## config.mk

```make
export PLATFORM = sky130hd
export DESIGN_NAME = wdw_top
export DESIGN_NICKNAME = d
export VERILOG_FILES = /design/src/rtl/wdw_pkg.sv /design/src/rtl/wdw_regs.sv /design/src/rtl/wdw_prescaler.sv /design/src/rtl/wdw_counter.sv /design/src/rtl/wdw_top.sv
export SDC_FILE = /design/constraint.sdc
export NUM_CORES = 1
export LEC_CHECK = 0
export BUFFER_PORTS_ARGS = -buffer_cell sky130_fd_sc_hd__clkbuf_2
export CAP_MARGIN = 20
export CORE_ASPECT_RATIO = 1.1
export CORE_UTILIZATION = 58
export DETAILED_ROUTE_END_ITERATION = 8
export GPL_TIMING_DRIVEN = 0
export PLACE_DENSITY = 0.8
export SLEW_MARGIN = 20
export SYNTH_ARGS = -nofsm -noshare
export SYNTH_HDL_FRONTEND = slang
export SYNTH_SLANG_ARGS = --single-unit
```

## constraint.sdc

```tcl
create_clock -name clk -period 2.65 [get_ports clk]
set_input_delay 0.3975 -clock clk [delete_from_list [all_inputs] [get_ports clk]]
set_output_delay 0.3975 -clock clk [all_outputs]
set_load 0.03 [all_outputs]
```

## src/rtl/wdw_pkg.sv

```systemverilog
package wdw_pkg;
  typedef enum logic [1:0] {
    SEL_KICK = 2'd0,
    SEL_LOCK = 2'd1,
    SEL_CFG  = 2'd2,
    SEL_WIN  = 2'd3
  } wdw_sel_e;

  localparam logic [15:0] KICK_KEY_DEF   = 16'h5FA0;
  localparam logic [15:0] UNLOCK_KEY_DEF = 16'hA55A;
endpackage

```

## src/rtl/wdw_regs.sv

```systemverilog
module wdw_regs
  import wdw_pkg::*;
#(
  parameter int unsigned CNT_W      = 12,
  parameter int unsigned PSC_W      = 3,
  parameter int unsigned DATA_W     = 16,
  parameter logic [15:0] KICK_KEY   = KICK_KEY_DEF,
  parameter logic [15:0] UNLOCK_KEY = UNLOCK_KEY_DEF
) (
  input  logic              clk,
  input  logic              rst_n,
  input  logic              wr_en,
  input  logic [1:0]        wr_sel,
  input  logic [DATA_W-1:0] wr_data,
  output logic              locked_o,
  output logic [CNT_W-1:0]  reload_o,
  output logic [CNT_W-1:0]  delta_o,
  output logic [PSC_W-1:0]  psc_o,
  output logic              kick_o
);
  localparam int unsigned PSC_LO = CNT_W;
  localparam int unsigned PSC_HI = CNT_W + PSC_W - 1;

  wdw_sel_e sel;
  logic     cfg_open;

  assign sel      = wdw_sel_e'(wr_sel);
  assign cfg_open = wr_en && !locked_o;
  assign kick_o   = wr_en && (sel == SEL_KICK) && (wr_data == DATA_W'(KICK_KEY));

  always_ff @(posedge clk or negedge rst_n) begin
    if (!rst_n) begin
      locked_o <= 1'b1;
    end else if (wr_en && sel == SEL_LOCK) begin
      locked_o <= (wr_data != DATA_W'(UNLOCK_KEY));
    end
  end

  always_ff @(posedge clk or negedge rst_n) begin
    if (!rst_n) begin
      reload_o <= '1;
      psc_o    <= '0;
    end else if (cfg_open && sel == SEL_CFG) begin
      reload_o <= wr_data[CNT_W-1:0];
      psc_o    <= wr_data[PSC_HI:PSC_LO];
    end
  end

  always_ff @(posedge clk or negedge rst_n) begin
    if (!rst_n) begin
      delta_o <= '1;
    end else if (cfg_open && sel == SEL_WIN) begin
      delta_o <= wr_data[CNT_W-1:0];
    end
  end

  AST_LOCKED_HOLD: assert property (@(posedge clk) disable iff (!rst_n)
    (locked_o && wr_en && (sel == SEL_CFG || sel == SEL_WIN))
      |=> ($stable(reload_o) && $stable(delta_o) && $stable(psc_o)));

  AST_LOCK_KEY: assert property (@(posedge clk) disable iff (!rst_n)
    (wr_en && sel == SEL_LOCK) |=> (locked_o == ($past(wr_data) != DATA_W'(UNLOCK_KEY))));
endmodule

```

## src/rtl/wdw_prescaler.sv

```systemverilog
module wdw_prescaler #(
  parameter int unsigned PSC_W = 3
) (
  input  logic             clk,
  input  logic             rst_n,
  input  logic             halt_i,
  input  logic             clear_i,
  input  logic [PSC_W-1:0] psc_i,
  output logic             tick_o
);
  localparam int unsigned DIV_W = (1 << PSC_W) - 1;

  logic [DIV_W-1:0] limit;
  logic [DIV_W-1:0] cnt_q;

  // limit = 2^N - 1 as a thermometer code
  for (genvar g = 0; g < DIV_W; g++) begin : g_limit
    assign limit[g] = (psc_i > PSC_W'(g));
  end

  assign tick_o = !halt_i && (cnt_q >= limit);

  always_ff @(posedge clk or negedge rst_n) begin
    if (!rst_n) begin
      cnt_q <= '0;
    end else if (clear_i) begin
      cnt_q <= '0;
    end else if (!halt_i) begin
      if (tick_o) cnt_q <= '0;
      else        cnt_q <= cnt_q + DIV_W'(1);
    end
  end

  AST_PSC_CLEAR: assert property (@(posedge clk) disable iff (!rst_n)
    clear_i |=> (cnt_q == '0));

  AST_PSC_HALT: assert property (@(posedge clk) disable iff (!rst_n)
    (halt_i && !clear_i) |=> $stable(cnt_q));
endmodule

```

## src/rtl/wdw_counter.sv

```systemverilog
module wdw_counter #(
  parameter int unsigned CNT_W = 12
) (
  input  logic             clk,
  input  logic             rst_n,
  input  logic             tick_i,
  input  logic             kick_i,
  input  logic [CNT_W-1:0] reload_i,
  input  logic [CNT_W-1:0] delta_i,
  output logic [CNT_W-1:0] cnt_o,
  output logic             rst_req_o
);
  logic early;
  logic under;

  assign early = kick_i && (cnt_o > delta_i);
  assign under = !kick_i && tick_i && (cnt_o == '0);

  always_ff @(posedge clk or negedge rst_n) begin
    if (!rst_n) begin
      cnt_o <= '1;
    end else if (kick_i || under) begin
      cnt_o <= reload_i;
    end else if (tick_i) begin
      cnt_o <= cnt_o - CNT_W'(1);
    end
  end

  always_ff @(posedge clk or negedge rst_n) begin
    if (!rst_n) rst_req_o <= 1'b0;
    else        rst_req_o <= early || under;
  end

  AST_UNDERFLOW_RESET: assert property (@(posedge clk) disable iff (!rst_n)
    (tick_i && !kick_i && cnt_o == '0) |=> (rst_req_o && cnt_o == $past(reload_i)));

  AST_EARLY_KICK: assert property (@(posedge clk) disable iff (!rst_n)
    (kick_i && cnt_o > delta_i) |=> rst_req_o);

  AST_WINDOW_KICK: assert property (@(posedge clk) disable iff (!rst_n)
    (kick_i && cnt_o <= delta_i) |=> (!rst_req_o && cnt_o == $past(reload_i)));

  AST_IDLE_HOLD: assert property (@(posedge clk) disable iff (!rst_n)
    (!kick_i && !tick_i) |=> ($stable(cnt_o) && !rst_req_o));
endmodule

```

## src/rtl/wdw_top.sv

```systemverilog
module wdw_top
  import wdw_pkg::*;
#(
  parameter int unsigned CNT_W      = 12,
  parameter int unsigned PSC_W      = 3,
  parameter int unsigned DATA_W     = 16,
  parameter logic [15:0] KICK_KEY   = KICK_KEY_DEF,
  parameter logic [15:0] UNLOCK_KEY = UNLOCK_KEY_DEF
) (
  input  logic              clk,
  input  logic              rst_n,
  input  logic              dbg_halt,
  input  logic              wr_en,
  input  logic [1:0]        wr_sel,
  input  logic [DATA_W-1:0] wr_data,
  output logic [CNT_W-1:0]  wd_count,
  output logic              wd_locked,
  output logic              wd_rst_req
);
  logic [CNT_W-1:0] reload;
  logic [CNT_W-1:0] delta;
  logic [PSC_W-1:0] psc;
  logic             kick;
  logic             tick;

  wdw_regs #(
    .CNT_W(CNT_W), .PSC_W(PSC_W), .DATA_W(DATA_W),
    .KICK_KEY(KICK_KEY), .UNLOCK_KEY(UNLOCK_KEY)
  ) u_regs (
    .clk(clk), .rst_n(rst_n), .wr_en(wr_en), .wr_sel(wr_sel), .wr_data(wr_data),
    .locked_o(wd_locked), .reload_o(reload), .delta_o(delta), .psc_o(psc), .kick_o(kick)
  );

  wdw_prescaler #(.PSC_W(PSC_W)) u_psc (
    .clk(clk), .rst_n(rst_n), .halt_i(dbg_halt), .clear_i(kick),
    .psc_i(psc), .tick_o(tick)
  );

  wdw_counter #(.CNT_W(CNT_W)) u_cnt (
    .clk(clk), .rst_n(rst_n), .tick_i(tick), .kick_i(kick),
    .reload_i(reload), .delta_i(delta), .cnt_o(wd_count), .rst_req_o(wd_rst_req)
  );

  AST_HALT_FREEZE: assert property (@(posedge clk) disable iff (!rst_n)
    (dbg_halt && !kick) |=> ($stable(wd_count) && !wd_rst_req));

  AST_BAD_KEY: assert property (@(posedge clk) disable iff (!rst_n)
    (wr_en && wr_sel == 2'd0 && wr_data != DATA_W'(KICK_KEY) && dbg_halt) |=> $stable(wd_count));
endmodule

```

== Yosys cells after proc, flatten, opt, wreduce, memory -nomap -nowiden ==
Index checks and enable logic that the tools add are counted.

* Input port bits: 22
* Word-level logic and storage cells: 47
* Flip-flop bits (word level): 48

* Order comparisons: 9
* Mux-type cells: 5
* Add/subtract/negate cells: 2
* Eq/ne operators: 6
* Reduce and logical (&&, ||, !) cells: 18

{| class="wikitable"
|+ Operators with widths
! cell !! number
|-
| two-way mux 12 bit || 2
|-
| two-way mux 7 bit || 3
|-
| == test 16 x 15 -> 1 bit (second input constant) || 1
|-
| != test 16 bit (second input constant) || 1
|-
| greater-than comparator 12 bit || 1
|-
| logical NOT 12 bit || 1
|-
| subtractor 12 x 1 -> 12 bit (second input constant) || 1
|-
| logical AND 1 bit || 10
|-
| greater-than comparator 3 bit (second input constant) || 3
|-
| adder 7 x 1 -> 7 bit (second input constant) || 1
|-
| >= comparator 7 bit || 1
|-
| greater-than comparator 3 x 1 -> 1 bit (second input constant) || 2
|-
| greater-than comparator 3 x 2 -> 1 bit (second input constant) || 2
|-
| == test 2 bit (second input constant) || 2
|-
| logical NOT 1 bit || 3
|-
| == test 2 x 1 -> 1 bit (second input constant) || 1
|-
| logical NOT 2 bit || 1
|-
| logical OR 1 bit || 2
|-
| != test 2 x 1 -> 1 bit (second input constant) || 1
|-
| nonzero test 2 bit || 1
|}

== Longest topological paths before layout ==
* Depth after elaboration: 8
* Mapped depth: 9

== By module ==
A second synthesis with hierarchy kept.

* Cells, all modules: 251
* Area total of the unflattened synthesis: 2845.2 µm²

{| class="wikitable"
|+ By module, submodules not included
! module !! sequential area each (µm²) !! area an instance (µm²) !! times used !! cells an instance
|-
| wdw_regs || 732.0 || 1192.4 || 1 || 74
|-
| wdw_counter || 340.3 || 1056.0 || 1 || 115
|-
| wdw_prescaler || 175.2 || 596.8 || 1 || 62
|}

== Worst setup path after synthesis ==
OpenSTA, ideal clock, no wires.

* Path kind: register to register
* Start: register u_regs.psc_o[2]
* End: register u_cnt.cnt_o[7]
* Arrival time: 2135 ps
* Setup slack: 420 ps
* Period minus slack after synthesis: 2230 ps
* Buffers on the path: 0
* Required time: 2556 ps
* Library setup time: 94 ps
* Cell stages (with the launch flop): 9
* Cell sequence: dfrtp_1 > or3_1 > ha_1 > nor2b_1 > o21ai_0 > a21o_1 > a21oi_1 > nor3_1 > a311oi_1

* Longest elaborated chain between the ends: 7

{| class="wikitable"
|+ Ends and longest elaborated chain
! element !! RTL line !! text
|-
| start: declaration || wdw_regs.sv:18 || <nowiki>output logic [PSC_W-1:0] psc_o,</nowiki>
|-
| start signal: assignment || wdw_regs.sv:45 || <nowiki>psc_o <= wr_data[PSC_HI:PSC_LO];</nowiki>
|-
| greater-than comparator 3 x 1 -> 1 bit, or another cell as far along || wdw_prescaler.sv:18 || <nowiki>assign limit[g] = (psc_i > PSC_W'(g));</nowiki>
|-
| >= comparator 7 bit (*) || wdw_prescaler.sv:21 || <nowiki>assign tick_o = !halt_i && (cnt_q >= limit);</nowiki>
|-
| logical AND 1 bit (*) || wdw_prescaler.sv:21 ||
|-
| logical AND 1 bit (2 in a row) || wdw_counter.sv:17 || <nowiki>assign under = !kick_i && tick_i && (cnt_o == '0);</nowiki>
|-
| logical OR 1 bit || wdw_counter.sv:22 || <nowiki>end else if (kick_i || under) begin</nowiki>
|-
| two-way mux 12 bit / nonzero test 2 bit (equally long branches) || n/a ||
|-
| end signal: assignment || wdw_counter.sv:23 || <nowiki>cnt_o <= reload_i;</nowiki>
|-
| end signal: assignment || wdw_counter.sv:25 || <nowiki>cnt_o <= cnt_o - CNT_W'(1);</nowiki>
|-
| end: declaration || wdw_counter.sv:10 || <nowiki>output logic [CNT_W-1:0] cnt_o,</nowiki>
|}

Mark *: on every way between the ends. The rest lies on a longest branch, timed or not.
A chain may end at the register's enable or synchronous reset.

== Final worst setup path ==
Same ends and word-level chain as after synthesis.

==> flow_metrics.tcl <==
set metrics [dict create \
    vias 2269 \
    grt_use_met3_pct 4.04 \
    diodes 0 \
    drtIter0Drc 128 \
    intPower_uw 1780 \
    synth_edf_count 0 \
    worst-r2r-setup-slack_ns 0.21 \
    status "finished clean" \
    drv_cap 0 \
    r2r-start "u_regs.psc_o[2]$_DFFE_PN0P_" \
    synthFlopType "dfstp_2" \
    ctsResizeCount 1 \
    fmax_mhz 409 \
    ioPinCount 36 \
    syn_area_sq_um 2850 \
    async_reset_ff_share_pct 100 \
    pwr-share-comb_pct 37.3 \
    hold_violations 0 \
    power_switching_uw 1090 \
    busiest_layer "met2" \
    utilization_pct 68.6 \
    path_max_fanout 7 \
    ys_seq_elements 48 \
    post_cts_buffers 0 \
    setup_viol 0 \
    finalWeightedCongestion 0.802 \
    grt_use_met2_pct 46.7 \
    crit_type "reg2reg" \
    drive_gt1_share_pct 38.3 \
    drc 0 \
    worst_ep_required_time_ns 2.86 \
    grt_max_degree 49 \
    cts_tree "done" \
    antenna_left 0 \
    cts.sinks 48 \
    synth_nets 317 \
    cpPeakStageDelay_ns 0.45 \
    yosysTopAreaCell "dfstp_2" \
    hold_class "in2async" \
    critical_path_arrival_ns 2.66 \
    hold_ws_ns 0.146 \
    min_period_ns 2.44 \
    grt_overflow 0 \
    fin_skew_ns 0.00277 \
    htreeDepth 2 \
    place_area_sq_um 3090 \
    hpwl_microns 4790 \
    port_buffers 34 \
    cts_hold_buffers 0 \
    start_util_pct 60.8 \
    p_leak_uw 0.00142 \
    cp-end-kind "flop" \
    drv_slew 0 \
    yosys.area.top_type_share_pct 34.2 \
    yosysWarnings 0 \
    coreArea_sq_um 4680 \
    synth.area.top_cells "dfstp_2 34%, mux2_2 10%, dfrtp_1 9.7%, ha_1 9.2%, nor2_1 3.0%" \
    via_per_inst 6.10 \
    wire_per_inst_microns 16.9 \
    routed_wl_microns 6270 \
    grt_pass1_wl_microns 10100 \
    grtUsageTotal_pct 26.7 \
    grt_pass1_vias 2193 \
    ctsRootBufferMaster "clkbuf_8" \
    antenna_found_initial 0 \
    swShare_pct 37.9 \
    nNetsFinal 358 \
    numCtsBuffers 5 \
    netlist_instances 274 \
    rsz0062_at_grt "no" \
    use_met1_pct 33.7 \
    reg2reg_to "u_cnt.cnt_o[7]$_DFFE_PN1P_" \
    seq_area_frac_synth_pct 43.8 \
    syn-mean-instance-area_sq_um 10.4 \
    rows 26 \
    insertion_delay_ns 0.30 \
    cts.reportedPaths.clkPinSlew_ns 0.09 \
    synth.distinct_cells 51 \
    pwr_density_cell_nw_per_um2 895 \
    cp_cell_sequence "or3_1 -> ha_1 -> nor2b_1 -> o21ai_1 -> a21o_1 -> a21oi_2 -> nor3_1 -> a311oi_1" \
    areaGrowthSynthToFinish_pct 12.8 \
    ir_drop_uv 396 \
    crit_slowest_cell "dfrtp_1" \
    startpoint_type "flop" \
    pwr-share-seq_pct 44.4 \
    chipHeight_microns 75.5 \
    clk_path_buf_depth 2 \
    clock_power_share_pct 18.3 \
    min_period_over_period_pct 92.2 \
    worst_slew_pin_slew_ns 0.870 \
    r2r_cells 8 \
    slew-limit-headroom_pct 41.5 \
    die_w_microns 68.8 \
    die_area_sq_um 5190 \
    design_area_sq_um 3210 \
    dr.pass1.iters 4 \
]
==> stage by stage <==
stage                     setup TNS (ns)  instances  setup slack, ns  total power [uW]
after floorplan                        0        274            0.420              2020
after detailed placement         -0.0459        364          -0.0459              2340
after global placement         -0.000864        364        -0.000864              2290
after CTS                              0        372           0.0606              2880
after global routing                   0        372           0.0870              3080
final                                  0        372            0.207              2880
==> state kept, by name, summed over array words and instances (netlist names) <==
| register | cells |
|---|---|
| u_regs.delta_o | 12 |
| u_regs.locked_o | 1 |
| u_psc.cnt_q | 7 |
| u_regs.psc_o | 3 |
| u_cnt.cnt_o | 12 |
| u_cnt.rst_req_o | 1 |
| u_regs.reload_o | 12 |
==> synthesized netlist by cell type, types with 2 or more instances <==
| cell | n |
|---|---|
| dfrtp_1 | 11 |
| and4_1 | 2 |
| nand2_1 | 20 |
| and3_1 | 2 |
| a31oi_1 | 2 |
| dfstp_2 | 37 |
| or3_1 | 3 |
| xnor2_1 | 4 |
| o21a_1 | 2 |
| nor3b_1 | 2 |
| a2111oi_0 | 3 |
| o211ai_1 | 3 |
| mux2i_1 | 3 |
| nor4bb_1 | 4 |
| o21ai_0 | 10 |
| buf_2 | 5 |
| ha_1 | 21 |
| nor3_1 | 6 |
| a21oi_1 | 11 |
| nor4_1 | 3 |
| mux2_2 | 26 |
| clkbuf_1 | 2 |
| a22oi_1 | 2 |
| a21o_1 | 5 |
| inv_1 | 18 |
| nor2_1 | 23 |
| nand3_1 | 16 |
| nor2b_1 | 5 |
==> worst max path at each step <==
| stage | start | end | slack, ns | cells past startpoint |
|---|---|---|---|---|
| 2_1_floorplan | u_regs.psc_o[2]$_DFFE_PN0P_ | u_cnt.cnt_o[7]$_DFFE_PN1P_ | 0.42 | 8 |
| 3_3_place_gp | u_regs.psc_o[2]$_DFFE_PN0P_ | u_cnt.cnt_o[7]$_DFFE_PN1P_ | -0.0009 | 8 |
| 3_5_place_dp | u_regs.psc_o[2]$_DFFE_PN0P_ | u_cnt.cnt_o[7]$_DFFE_PN1P_ | -0.05 | 8 |
| 4_1_cts | u_regs.psc_o[2]$_DFFE_PN0P_ | u_cnt.cnt_o[1]$_DFFE_PN1P_ | 0.06 | 9 |
| 5_1_grt | u_regs.psc_o[2]$_DFFE_PN0P_ | u_cnt.cnt_o[7]$_DFFE_PN1P_ | 0.09 | 8 |
| 6_report | u_regs.psc_o[2]$_DFFE_PN0P_ | u_cnt.cnt_o[7]$_DFFE_PN1P_ | 0.21 | 8 |
==> routing by layer <==
metal | part of all wire, % | wire length (microns) | vias up
li1 | - | - | 1077
met1 | 44 | 2770 | 1114
met2 | 50 | 3140 | 66
met3 | 4.4 | 278 | 12
met4 | 1.3 | 80 | 0
met5 | 0 | 0 | -
==> critical path, delay by kind of cell (launching register included) <==
kind | cells | cell delay (ns)
compound gates | 4 | 1.02
simple gates | 3 | 0.61
flops | 1 | 0.45
fa+ha+maj | 1 | 0.28
==> cells by family after synthesis <==
family | count (synthesis) | synth area share [%]
xor gates and xnor gates | 5 | 1.54
buffers and inverters | 25 | 3.52
adders and majority gates | 21 | 9.23
and+or+nand+nor | 95 | 17.9
AOI/OAI and AO/OA | 51 | 12.6
DFF | 48 | 43.8
muxes | 29 | 11.3
==> power groups by stage <==
stage / logic [uW] / clock network (uW) / registers [uW]
global placement: 1020 / 0 / 1270
detailed placement: 1070 / 0 / 1280
CTS: 1070 / 541 / 1270
finish: 1070 / 527 / 1280
global route: 1210 / 563 / 1310
floorplan: 699 / 0 / 1320
==> layout by cell type (no fill, tap or decap), types with 2 or more instances in the layout <==
master	count
and3_1	2
inv_1	18
nor2b_1	5
nor4bb_1	4
nand3_1	16
clkbuf_2	34
a22oi_1	2
o21ai_0	9
o211ai_1	3
nor4_1	2
dfstp_2	37
xnor2_1	4
nor4_2	2
dfrtp_1	11
nand2_1	20
and4_1	2
nor3b_1	2
a21oi_2	2
a21o_1	5
mux2i_1	3
mux2_2	26
or3_1	3
a21oi_1	10
clkbuf_8	5
a31oi_1	2
nor2_1	23
ha_1	21
nor3_1	6
buf_2	5
o21a_1	2
a2111oi_0	3
==> cell type report <==
type / count / area (sq um)
Buffer: 7 / 33.8
Tap cell: 56 / 70.1
Multi-Input combinational cell: 201 / 1510
Clock inverter: 3 / 42.5
Clock buffer: 5 / 68.8
Timing Repair Buffer: 34 / 173
Inverter: 18 / 67.6
Sequential cell: 48 / 1250
Fill cell: 369 / 1470
Power figures use the tool's default switching activity.
